File: src/rtl/rns_scale_pkg.sv
package rns_scale_pkg;
  typedef enum logic [1:0] {
    SRC_LOW  = 2'b00,
    SRC_HIGH = 2'b01,
    SRC_PASS = 2'b10
  } src_e;
endpackage

File: src/rtl/rns_mod_addsub.sv
// Modular add or subtract for modulus 2^W-1 (PLUS=0) or 2^W+1 (PLUS=1).
module rns_mod_addsub #(
  parameter int W    = 4,
  parameter bit PLUS = 1'b0,
  parameter bit SUB  = 1'b0,
  localparam int RW  = W + (PLUS ? 1 : 0)
) (
  input  logic [RW-1:0] a_i,
  input  logic [RW-1:0] b_i,
  output logic [RW-1:0] r_o
);
  generate
    if (PLUS) begin : g_plus
      localparam logic [W+1:0] MOD = (W+2)'((1 << W) + 1);
      logic [W+1:0] opb, sum;
      always_comb begin
        opb   = SUB ? (MOD - (W+2)'(b_i)) : (W+2)'(b_i);
        sum   = (W+2)'(a_i) + opb;
        if (sum >= MOD) sum = sum - MOD;
        r_o   = sum[RW-1:0];
      end
      always_comb begin
        AST_PLUS_BELOW_MOD: assert ((W+2)'(r_o) < MOD) else $error("residue not below 2^W+1");
      end
    end else begin : g_minus
      logic [W:0]   sum;
      logic [W-1:0] opb, fold;
      always_comb begin
        opb  = SUB ? ~b_i : b_i;
        sum  = {1'b0, a_i} + {1'b0, opb};
        fold = sum[W-1:0] + W'(sum[W]);
        r_o  = (&fold) ? '0 : fold;
      end
      always_comb begin
        AST_MINUS_SINGLE_ZERO: assert (!(&r_o)) else $error("all-ones zero code");
      end
    end
  endgenerate
endmodule

File: src/rtl/rns_fold.sv
// Reduce a 2N-bit value modulo 2^N-1 (PLUS=0) or 2^N+1 (PLUS=1).
module rns_fold #(
  parameter int N    = 4,
  parameter bit PLUS = 1'b0,
  localparam int RW  = N + (PLUS ? 1 : 0)
) (
  input  logic [2*N-1:0] v_i,
  output logic [RW-1:0]  r_o
);
  generate
    if (PLUS) begin : g_plus
      // 2^N == -1: low half minus high half
      rns_mod_addsub #(.W(N), .PLUS(1'b1), .SUB(1'b1)) u_sub (
        .a_i ({1'b0, v_i[N-1:0]}),
        .b_i ({1'b0, v_i[2*N-1:N]}),
        .r_o (r_o)
      );
    end else begin : g_minus
      // 2^N == 1: low half plus high half
      rns_mod_addsub #(.W(N), .PLUS(1'b0), .SUB(1'b0)) u_add (
        .a_i (v_i[N-1:0]),
        .b_i (v_i[2*N-1:N]),
        .r_o (r_o)
      );
    end
  endgenerate
endmodule

File: src/rtl/rns_quot_core.sv
// Shared terms: h = X/m1 mod m2, t = floor(X/(m1*m2)).
module rns_quot_core #(
  parameter int N = 4,
  localparam int W2 = 2 * N
) (
  input  logic [W2:0]   x1_i,
  input  logic [W2-1:0] x2_i,
  input  logic [N:0]    x3_i,
  input  logic [N-1:0]  x4_i,
  output logic [W2-1:0] h_o,
  output logic [W2-1:0] t_o
);
  localparam logic [N+1:0]  M3  = (N+2)'((1 << N) + 1);
  localparam logic [W2:0]   MSH = (W2+1)'((1 << W2) - 1);

  logic [N:0]    dif, q;
  logic [N+1:0]  dodd;
  logic [W2:0]   y_w;
  logic [W2-1:0] y, s0, s1, s2, h_rot;

  // h = x2 - x1 mod 2^2N, carry-in one on complemented x1
  assign h_o = x2_i + (~x1_i[W2-1:0]) + W2'(1);

  // Y = X mod (2^2N-1) from x3, x4: q = (x4 - x3)/2 mod m3
  rns_mod_addsub #(.W(N), .PLUS(1'b1), .SUB(1'b1)) u_dif (
    .a_i ({1'b0, x4_i}),
    .b_i (x3_i),
    .r_o (dif)
  );

  always_comb begin
    dodd = (N+2)'(dif) + M3;
    q    = dif[0] ? dodd[N+1:1] : {1'b0, dif[N:1]};
    y_w  = (W2+1)'(x4_i) + ((W2+1)'(q) << N) - (W2+1)'(q);
    y    = y_w[W2-1:0];
  end

  always_comb begin
    AST_Y_RANGE: assert (y_w < MSH) else $error("recombined value out of range");
  end

  // t = (Y - x1 - 2h) / 2 mod 2^2N-1
  assign h_rot = {h_o[W2-2:0], h_o[W2-1]};

  rns_mod_addsub #(.W(W2), .PLUS(1'b0), .SUB(1'b1)) u_s0 (
    .a_i (y), .b_i (x1_i[W2-1:0]), .r_o (s0)
  );
  rns_mod_addsub #(.W(W2), .PLUS(1'b0), .SUB(1'b1)) u_s1 (
    .a_i (s0), .b_i (W2'(x1_i[W2])), .r_o (s1)
  );
  rns_mod_addsub #(.W(W2), .PLUS(1'b0), .SUB(1'b1)) u_s2 (
    .a_i (s1), .b_i (h_rot), .r_o (s2)
  );

  assign t_o = {s2[0], s2[W2-1:1]};
endmodule

File: src/rtl/rns_zero_sel.sv
module rns_zero_sel #(
  parameter int N = 4,
  localparam int W2 = 2 * N
) (
  input  logic [W2:0]   lo1_i,
  input  logic [W2-1:0] lo2_i,
  input  logic [N:0]    lo3_i,
  input  logic [N-1:0]  lo4_i,
  input  logic [W2:0]   hi1_i,
  input  logic [W2-1:0] hi2_i,
  input  logic [N:0]    hi3_i,
  input  logic [N-1:0]  hi4_i,
  input  logic [W2:0]   x1_i,
  input  logic [W2-1:0] x2_i,
  input  logic [N:0]    x3_i,
  input  logic [N-1:0]  x4_i,
  output logic [W2:0]   s1_o,
  output logic [W2-1:0] s2_o,
  output logic [N:0]    s3_o,
  output logic [N-1:0]  s4_o,
  output logic [1:0]    src_o
);
  import rns_scale_pkg::*;

  logic lo_nz, hi_nz, x_nz;
  src_e src;

  assign lo_nz = |{lo1_i, lo2_i, lo3_i, lo4_i};
  assign hi_nz = |{hi1_i, hi2_i, hi3_i, hi4_i};
  assign x_nz  = |{x1_i, x2_i, x3_i, x4_i};

  always_comb begin
    if (lo_nz) begin
      src = SRC_LOW;
      {s1_o, s2_o, s3_o, s4_o} = {lo1_i, lo2_i, lo3_i, lo4_i};
    end else if (hi_nz) begin
      src = SRC_HIGH;
      {s1_o, s2_o, s3_o, s4_o} = {hi1_i, hi2_i, hi3_i, hi4_i};
    end else begin
      src = SRC_PASS;
      {s1_o, s2_o, s3_o, s4_o} = {x1_i, x2_i, x3_i, x4_i};
    end
  end
  assign src_o = src;

  always_comb begin
    AST_FINE_ZERO_COARSE_ZERO: assert (hi_nz || !lo_nz) else $error("coarse non-zero with fine zero");
    AST_SEL_NONZERO: assert (!x_nz || (|{s1_o, s2_o, s3_o, s4_o})) else $error("zero out for non-zero in");
  end
endmodule

File: src/rtl/rns_dual_scaler.sv
module rns_dual_scaler #(
  parameter int N = 4,
  localparam int W2 = 2 * N
) (
  input  logic [W2:0]   x1_i,
  input  logic [W2-1:0] x2_i,
  input  logic [N:0]    x3_i,
  input  logic [N-1:0]  x4_i,
  output logic [W2:0]   lo1_o,
  output logic [W2-1:0] lo2_o,
  output logic [N:0]    lo3_o,
  output logic [N-1:0]  lo4_o,
  output logic [W2:0]   hi1_o,
  output logic [W2-1:0] hi2_o,
  output logic [N:0]    hi3_o,
  output logic [N-1:0]  hi4_o,
  output logic [W2:0]   sel1_o,
  output logic [W2-1:0] sel2_o,
  output logic [N:0]    sel3_o,
  output logic [N-1:0]  sel4_o,
  output logic [1:0]    src_o
);
  logic [W2-1:0] h, t;
  logic [N:0]    h3;
  logic [N-1:0]  h4;

  rns_quot_core #(.N(N)) u_core (
    .x1_i (x1_i), .x2_i (x2_i), .x3_i (x3_i), .x4_i (x4_i),
    .h_o  (h),    .t_o  (t)
  );

  // coarse quotient: t fits both large moduli directly
  assign lo1_o = {1'b0, t};
  assign lo2_o = t;

  rns_fold #(.N(N), .PLUS(1'b1)) u_lo3 (.v_i (t), .r_o (lo3_o));
  rns_fold #(.N(N), .PLUS(1'b0)) u_lo4 (.v_i (t), .r_o (lo4_o));

  // fine quotient = h + 2^2N * t
  assign hi2_o = h;

  rns_mod_addsub #(.W(W2), .PLUS(1'b1), .SUB(1'b1)) u_hi1 (
    .a_i ({1'b0, h}), .b_i ({1'b0, t}), .r_o (hi1_o)
  );

  rns_fold #(.N(N), .PLUS(1'b1)) u_h3 (.v_i (h), .r_o (h3));
  rns_fold #(.N(N), .PLUS(1'b0)) u_h4 (.v_i (h), .r_o (h4));

  rns_mod_addsub #(.W(N), .PLUS(1'b1), .SUB(1'b0)) u_hi3 (
    .a_i (h3), .b_i (lo3_o), .r_o (hi3_o)
  );
  rns_mod_addsub #(.W(N), .PLUS(1'b0), .SUB(1'b0)) u_hi4 (
    .a_i (h4), .b_i (lo4_o), .r_o (hi4_o)
  );

  rns_zero_sel #(.N(N)) u_sel (
    .lo1_i (lo1_o), .lo2_i (lo2_o), .lo3_i (lo3_o), .lo4_i (lo4_o),
    .hi1_i (hi1_o), .hi2_i (hi2_o), .hi3_i (hi3_o), .hi4_i (hi4_o),
    .x1_i  (x1_i),  .x2_i  (x2_i),  .x3_i  (x3_i),  .x4_i  (x4_i),
    .s1_o  (sel1_o), .s2_o (sel2_o), .s3_o (sel3_o), .s4_o (sel4_o),
    .src_o (src_o)
  );

  always_comb begin
    AST_HI1_BELOW_M1: assert ({1'b0, hi1_o} < (W2+2)'((1 << W2) + 1)) else $error("hi1 out of range");
    AST_LO_ZERO_MATCH: assert ((t == '0) == ({lo3_o, lo4_o} == '0) || t != '0) else $error("zero t gave non-zero residue");
  end
endmodule

File: config.mk
export PLATFORM = sky130hd
export DESIGN_NAME = rns_dual_scaler
export DESIGN_NICKNAME = d
export VERILOG_FILES = /design/src/rtl/rns_scale_pkg.sv /design/src/rtl/rns_mod_addsub.sv /design/src/rtl/rns_fold.sv /design/src/rtl/rns_quot_core.sv /design/src/rtl/rns_zero_sel.sv /design/src/rtl/rns_dual_scaler.sv
export SDC_FILE = /design/constraint.sdc
export NUM_CORES = 1
export LEC_CHECK = 0
export BUFFER_PORTS_ARGS = -buffer_cell sky130_fd_sc_hd__buf_2
export CORE_ASPECT_RATIO = 1.75
export CORE_MARGIN = 2
export CORE_UTILIZATION = 47
export DETAILED_ROUTE_END_ITERATION = 7
export PLACE_DENSITY = 0.69
export SLEW_MARGIN = 20
export SYNTH_ARGS = -nofsm -noshare
export SYNTH_HDL_FRONTEND = slang
export SYNTH_SLANG_ARGS = --single-unit
File: constraint.sdc
create_clock -name vclk -period 68.5
set_input_delay 13.7 -clock vclk [all_inputs]
set_output_delay 13.7 -clock vclk [all_outputs]
set_load 0.02 [all_outputs]
==> results of run 1 <==
cells in the final DEF, fill, tap and decap left out, types with 12 or more instances in the layout:
master    netlist  routed
inv_1          86      86
ha_1          108     108
nor2_1         59      59
xnor2_1        55      55
buf_2           2     105
o31ai_4        18      18
and3_1         17      17
nor3_1         16      16
o21ai_0        42      42
a21oi_1        53      53
nand3_1        26      26
and2_1         17      17
fa_1           12      12
nand2b_1       14      14
xor2_1         33      33
a21o_1         29      29
nand2_1        48      48
logic make-up after synthesis:
family	Yosys count	synth area share, %
AOI/OAI and AO/OA	226	29.3
xor gates and xnor gates	91	13.3
adders and majority gates	120	25.5
buffers and inverters	113	7.75
muxes	11	1.87
other	1	0.0602
and+or+nand+nor	259	22.2
worst max-delay path, delay by kind of cell:
kind	cells	cell delay (ns)
AND/OR/NAND/NOR	27	4.92
adder cells (fa/ha/maj)	21	5.36
XOR/XNOR	8	2.02
multiplexers	2	0.49
buffers and inverters	12	1.27
AO/OA/AOI/OAI	24	5.17
layer usage:
metal / share of wire [%] / track usage [%] / wire length [microns] / vias up
met5: 0 / 0 / 0 / -
met4: 5.6 / 11.9 / 1040 / 0
met3: 5.3 / 1.97 / 976 / 61
met2: 53 / 48.9 / 9730 / 223
met1: 37 / 26.0 / 6790 / 2910
li1: - / - / - / 3105
through the flow:
| stage | hold WS (ns) | util (%) | cell area, sq um |
|---|---|---|---|
| final | 27.79 | 52.9 | 6850 |
| after global routing | 27.80 | 52.9 | 6850 |
| after CTS | 27.79 | 52.9 | 6850 |
| after detailed placement | 27.79 | 52.9 | 6850 |
| after global placement | 27.80 | 52.9 | 6850 |
| after floorplan | 27.57 | - | 6230 |
layout make-up:
| class | count | area [sq um] | area share [%] |
|---|---|---|---|
| multi-input combinational | 708 | 5760 | 84.1 |
| tap | 171 | 214 | 3.12 |
| inverter | 86 | 323 | 4.71 |
| timing repair buffer | 109 | 556 | 8.11 |
worst max-delay path by stage:
stage,start,end,slack [ns],cells past startpoint
finish,x4_i[1],sel1_o[6],21.86,94
global route,x4_i[1],sel2_o[0],20.43,95
CTS,x4_i[1],sel2_o[0],21.99,94
detailed placement,x4_i[1],sel2_o[0],22.01,95
global placement,x4_i[1],sel2_o[0],22.30,94
floorplan,x4_i[1],sel1_o[8],24.07,87
==> summary.txt, run 1 <==
Outcome
  – Status: completed

Worst hold path
  – Worst Hold Launch: x2_i[3]
  – Hold EP: sel2_o[3]
  – Class of the worst hold path: input port to output pin
  – Hold Crit Depth: 3

Timing
  – Worst slew margin: 48.1%
  – Final hold violations: 0
  – Post-Route Setup TNS: 0 ns
  – Final slew viol count: 0
  – Final Cycle Share: 68.1%
  – Fmax: 0.0214 GHz
  – RSZ-0062 raised after global routing: no
  – Endpoints failing setup: 0
  – Measured slew at the worst slew-check pin: 0.779 ns
  – Fin worst setup slack: 21.86 ns
  – Tmin final: 46.64 ns

Global route
  – Vias in the first global route: 6041
  – First-pass GRT wire length: 29.0 mm
  – Initial antenna violation count: 0
  – Largest net degree at the start of global routing: 28
  – Gr usage total: 24.8%
  – GRT overflow: 0

Clocking
  – Post-CTS repair timing setup buffer count: 0
  – CTS Hold Bufs: 0
  – CTS resizes: 0

Die
  – Die boundary width: 91.0 microns
  – Initial Util: 48.2%
  – I/O Pins: 106
  – CORE AREA: around 13000 sq um
  – Die height: about 160 microns
  – Row cnt: 55
  – Die Area: 14200 sq um

Placed design
  – Final GP Congestion: 0.985
  – Place WS: 22.01 ns
  – Post-DP HPWL: 16.3 mm
  – IO Port Bufs: 105
  – Placed Cells: 1074

Synth
  – Most numerous cell in the Yosys netlist: ha_1
  – Gate Count Post-Synth: between 800 and 900
  – Syn avg cell area: roughly 7.6 sq um
  – Seq/Total Area, Yosys: 0%
  – Ys Warns: 0
  – Largest cells by area after synthesis: ha_1 (22%), xnor2_1 (7.7%), o31ai_4 (6.1%)
  – Synthesized net count: slightly below 1k
  – Mapped Area: 6230 sq um
  – Top cells by count, synth: ha_1 (108), inv_1 (86), nor2_1 (59), xnor2_1 (55), a21oi_1 (53)
  – Cell variety after synth: 83
  – Cell taking the most area after synthesis: ha_1
  – Synth top area share: 21.7%

Detailed routing
  – Detailed Routing Iterations Pass 1: 7
  – Wire length per cell: 17.3 microns
  – Drt total wl: 18.5 mm
  – Initial DRC count: between 200 and 300
  – Vias/cell: ~5.9
  – Vias: between 6k and 7k
  – Detailed-route DRC error count: 0
  – ANT nets after route: 0

Critical path
  – Worst Setup End Kind: output pin
  – Most used cell, CP: ha_1
  – CP max stage cell: or3_4
  – Startpoint Class: input port
  – Worst Path Required: between 50 and 60 ns
  – Slowest cell delay on critical path: 0.66 ns
  – CP max FO: 20
  – Setup CP Type: input port to output pin
  – Critical Path AT: 32.94 ns

Cells and area
  – Final-layout fill cell count: 1363
  – P&R area growth vs syn: 9.96%
  – ANT cells: 0
  – Sequential Area: 0 sq um
  – Post-route insts no fill: between 1k and 1.5k
  – Seq_cells: 0
  – Final Net Count: around 1.1k
  – CLK BUF: 0
  – Layout cells sized above 1: around 18%

Job
  – Maxcap violations: 0
Power of run 1 is left out: the tool's default activity adds up to more than one toggle a clock period on the data nets, which glitch-free logic cannot reach.
==> run 2: changes to the inputs <==
Settings changed: PLACE_DENSITY 0.69 to 0.71.
Clock period 68.5 ns to 40.5 ns, I/O delays scaled along.
==> summary.txt, run 2 (synthesis gave the netlist of run 1 again) <==
Outcome
  – Status: completed

Placed design
  – Placed Cells: 1076
  – Post-DP HPWL: 16.3 mm
  – Final GP Congestion: 0.968
  – Place WS: 5.13 ns
  – IO Port Bufs: 105

Die
  – I/O Pins: 106
  – Row cnt: 55
  – Initial Util: 48.2%
  – Die boundary width: 91.0 microns
  – Die Area: 14200 sq um
  – CORE AREA: 12900 sq um
  – Die height: 156 microns

Global route
  – First-pass GRT wire length: 29.6 mm
  – GRT overflow: 0
  – Vias in the first global route: 6067
  – Met3 global-route usage: 1.40%
  – Gr usage total: 25.3%
  – Grt met2 use: 50.6%
  – Initial antenna violation count: 0
  – GRT met1 Usage: between 20% and 30%
  – Largest net degree at the start of global routing: 21
  – Busiest grt layer: met2

Timing
  – Final slew viol count: 0
  – Post-Route Setup TNS: 0 ns
  – Fmax: 0.0280 GHz
  – Fin worst setup slack: 4.83 ns
  – Final Cycle Share: 88.1%
  – Endpoints failing setup: 0
  – Tmin final: between 30 and 40 ns
  – Final hold violations: 0
  – Measured slew at the worst slew-check pin: 0.812 ns
  – RSZ-0062 raised after global routing: no
  – Worst slew margin: 45.9%

Critical path
  – Worst Setup End Kind: output pin
  – Most used cell, CP: ha_1
  – Setup CP Type: input port to output pin
  – Largest delay share family, worst path: adder cells
  – Worst Path Required: 32.40 ns
  – CP max FO: 20
  – Startpoint Class: input port
  – CP bufs+invs: 12
  – Slowest cell delay on critical path: 0.66 ns
  – Critical Path AT: 27.57 ns
  – CP max stage cell: or3_4

Cells and area
  – Post-route insts no fill: 1076
  – Seq_cells: 0
  – Highest-count cells in the layout ignoring fill and taps: ha_1 (108), buf_2 (105), inv_1 (86), nor2_1 (59), xnor2_1 (55)
  – Multi-input logic area: around 5800 sq um
  – Commonest non-fill, non-tap cell in the layout: ha_1
  – Layout cells sized above 1: 18.5%
  – Sequential Area: 0 sq um
  – Final Net Count: around 1.1k
  – Fin util: 53.1%
  – CLK BUF: 0
  – P&R area growth vs syn: 10.2%
  – Final-layout fill cell count: 1337
  – ANT cells: 0

Worst hold path
  – Hold EP: sel2_o[3]
  – Hold Crit Depth: 3
  – Worst Hold Launch: x2_i[3]
  – Class of the worst hold path: input port to output pin

Job
  – Maxcap violations: 0

Detailed routing
  – ANT nets after route: 0
  – Wire length per cell: ~17 microns
  – Detailed Routing Iterations Pass 1: 5
  – Detailed-route DRC error count: 0
  – Vias/cell: a little under 6
  – Drt total wl: 18.7 mm
  – Initial DRC count: 296
  – Vias: 6281

Clocking
  – CTS Hold Bufs: 0
  – Post-CTS repair timing setup buffer count: 0
  – CTS resizes: 0
## run 2: changes by cell type in the layout (fill, tap and decap cells not counted), sizes merged
cell  before  now
buf      109  111
## run 2: worst min-delay path: cells and delay by family
family          cells  cell delay [ns]
compound gates      1             0.16
buf+inv             2             0.26
## run 2: stage by stage
stage,area [sq um],hold slack (ns)
6_report,6870,16.61
4_1_cts,6870,16.60
2_1_floorplan,6230,16.37
3_3_place_gp,6870,16.61
5_1_grt,6870,16.61
3_5_place_dp,6870,16.60
## run 2: how the worst max path moves through the flow
stage,slack [ns],from,cells after the start,to
6_report,4.83,x4_i[1],94,sel1_o[2]
5_1_grt,3.13,x4_i[1],96,sel2_o[0]
4_1_cts,5.08,x4_i[1],94,sel2_o[0]
3_5_place_dp,5.13,x4_i[1],94,sel2_o[0]
3_3_place_gp,5.34,x4_i[1],94,sel2_o[0]
2_1_floorplan,7.27,x4_i[1],87,sel1_o[8]
## run 2: final cells by class
type | instances | area share (%)
multi-input cells | 708 | 83.9
well taps | 171 | 3.12
inverters | 86 | 4.70
repair buffers | 111 | 8.31
## run 2: per-layer routing
metal	routed length, microns	vias up	share of wire (%)
li1	-	3116	-
met1	7070	2925	38
met2	10000	194	54
met3	798	46	4.3
met4	803	0	4.3
met5	0	-	0
Power of run 2 is left out for the same reason.
==> run 3: changes to the inputs <==
Settings changed: BUFFER_PORTS_ARGS -buffer_cell sky130_fd_sc_hd__buf_2 to default, DONT_BUFFER_PORTS from default to 1, PLACE_DENSITY 0.71 to 0.74.
==> summary.txt, run 3 (synthesis gave the netlist of run 1 again) <==
Outcome
  – Status: completed

Timing
  – Final hold violations: 0
  – Measured slew at the worst slew-check pin: around 0.85 ns
  – Post-Route Setup TNS: 0 ns
  – Endpoints failing setup: 0
  – Worst slew margin: 42.4%
  – Final Cycle Share: 88.3%
  – Fmax: around 0.028 GHz
  – RSZ-0062 raised after global routing: no
  – Final slew viol count: 0
  – Tmin final: 35.77 ns

Detailed routing
  – Drt total wl: between 15 and 20 mm
  – Initial DRC count: 242
  – Wire length per cell: between 15 and 20 microns
  – Detailed Routing Iterations Pass 1: 5
  – ANT nets after route: 0
  – Vias/cell: 6.17
  – Vias: roughly 6.0k
  – Detailed-route DRC error count: 0

Cells and area
  – Commonest non-fill, non-tap cell in the layout: ha_1
  – Final Net Count: 949
  – Sequential Area: 0 sq um
  – Multi-input logic area: 5760 sq um
  – Final-layout fill cell count: 1326
  – Seq_cells: 0
  – CLK BUF: 0
  – P&R area growth vs syn: 1.89%
  – Layout cells sized above 1: 7.87%
  – Post-route cell area: around 6300 sq um
  – Highest-count cells in the layout ignoring fill and taps: ha_1 (108), inv_1 (86), nor2_1 (59), xnor2_1 (55), a21oi_1 (53)
  – Fin util: 49.1%
  – ANT cells: 0

Job
  – Maxcap violations: 0

Global route
  – First-pass GRT wire length: 28.9 mm
  – Vias in the first global route: 5804
  – GRT overflow: 0
  – Gr usage total: 25.1%
  – Largest net degree at the start of global routing: 28
  – Initial antenna violation count: 0

Die
  – I/O Pins: ~110
  – Die height: 156 microns
  – CORE AREA: 12900 sq um
  – Die boundary width: 91.0 microns
  – Die Area: 14200 sq um
  – Row cnt: 55
  – Initial Util: 48.2%

Critical path
  – Largest delay share family, worst path: adder cells
  – Slowest cell delay on critical path: approximately 0.67 ns
  – Critical Path AT: 27.67 ns
  – CP max stage cell: or3_4
  – Worst Path Required: 32.40 ns
  – Setup CP Type: input port to output pin
  – Critical Path Start: x4_i[1]
  – Most used cell, CP: ha_1
  – CP max FO: 20
  – Worst path depth: 91
  – Startpoint Class: input port
  – CP bufs+invs: 10
  – Worst Setup End Kind: output pin
  – Worst Setup EP: sel3_o[4]

Placed design
  – Final GP Congestion: 0.975
  – IO Port Bufs: 0
  – Placed Area: 6350 sq um
  – Post-DP HPWL: 16.2 mm

Clocking
  – CTS Hold Bufs: 0
  – Post-CTS repair timing setup buffer count: 0
  – CTS resizes: 0

Worst hold path
  – Class of the worst hold path: input port to output pin
-- run 3: changes by cell type in the layout (fill, tap and decap cells not counted) --
cell	before	now
buf_2	105	0
buf_4	6	7
-- run 3: metal layers --
| layer | routed length, microns | vias up | share of wire (%) | global-route usage [%] |
|---|---|---|---|---|
| li1 | - | 2907 | - | - |
| met2 | 9860 | 199 | 53 | 50.3 |
| met4 | 891 | 0 | 4.8 | 9.02 |
| met5 | 0 | - | 0 | 0 |
| met1 | 6930 | 2839 | 37 | 26.3 |
| met3 | 1030 | 55 | 5.5 | 2.70 |
-- run 3: layout make-up --
cell class / instances / share of cell area [%]
multi-input combinational: 708 / 90.7
inverter: 86 / 5.09
tap: 171 / 3.37
timing repair buffer: 7 / 0.828
-- run 3: worst min path at each step --
stage | start | end | slack (ns) | depth (start not counted)
floorplan | x3_i[1] | sel3_o[1] | 16.37 | 2
global placement | x4_i[3] | sel4_o[3] | 16.38 | 2
detailed placement | x3_i[1] | sel3_o[1] | 16.38 | 2
CTS | x3_i[1] | sel3_o[1] | 16.38 | 2
global route | x3_i[1] | sel3_o[1] | 16.38 | 2
finish | x3_i[1] | sel3_o[1] | 16.38 | 2
-- run 3: metrics by stage --
stage / instances / worst slack (ns) / hold slack [ns]
after floorplan: 821 / 7.27 / 16.37
after global placement: 972 / 5.34 / 16.38
after detailed placement: 972 / 5.09 / 16.38
after CTS: 972 / 4.97 / 16.38
after global routing: 972 / 2.95 / 16.38
final: 972 / 4.73 / 16.38
Power of run 3 is left out for the same reason.
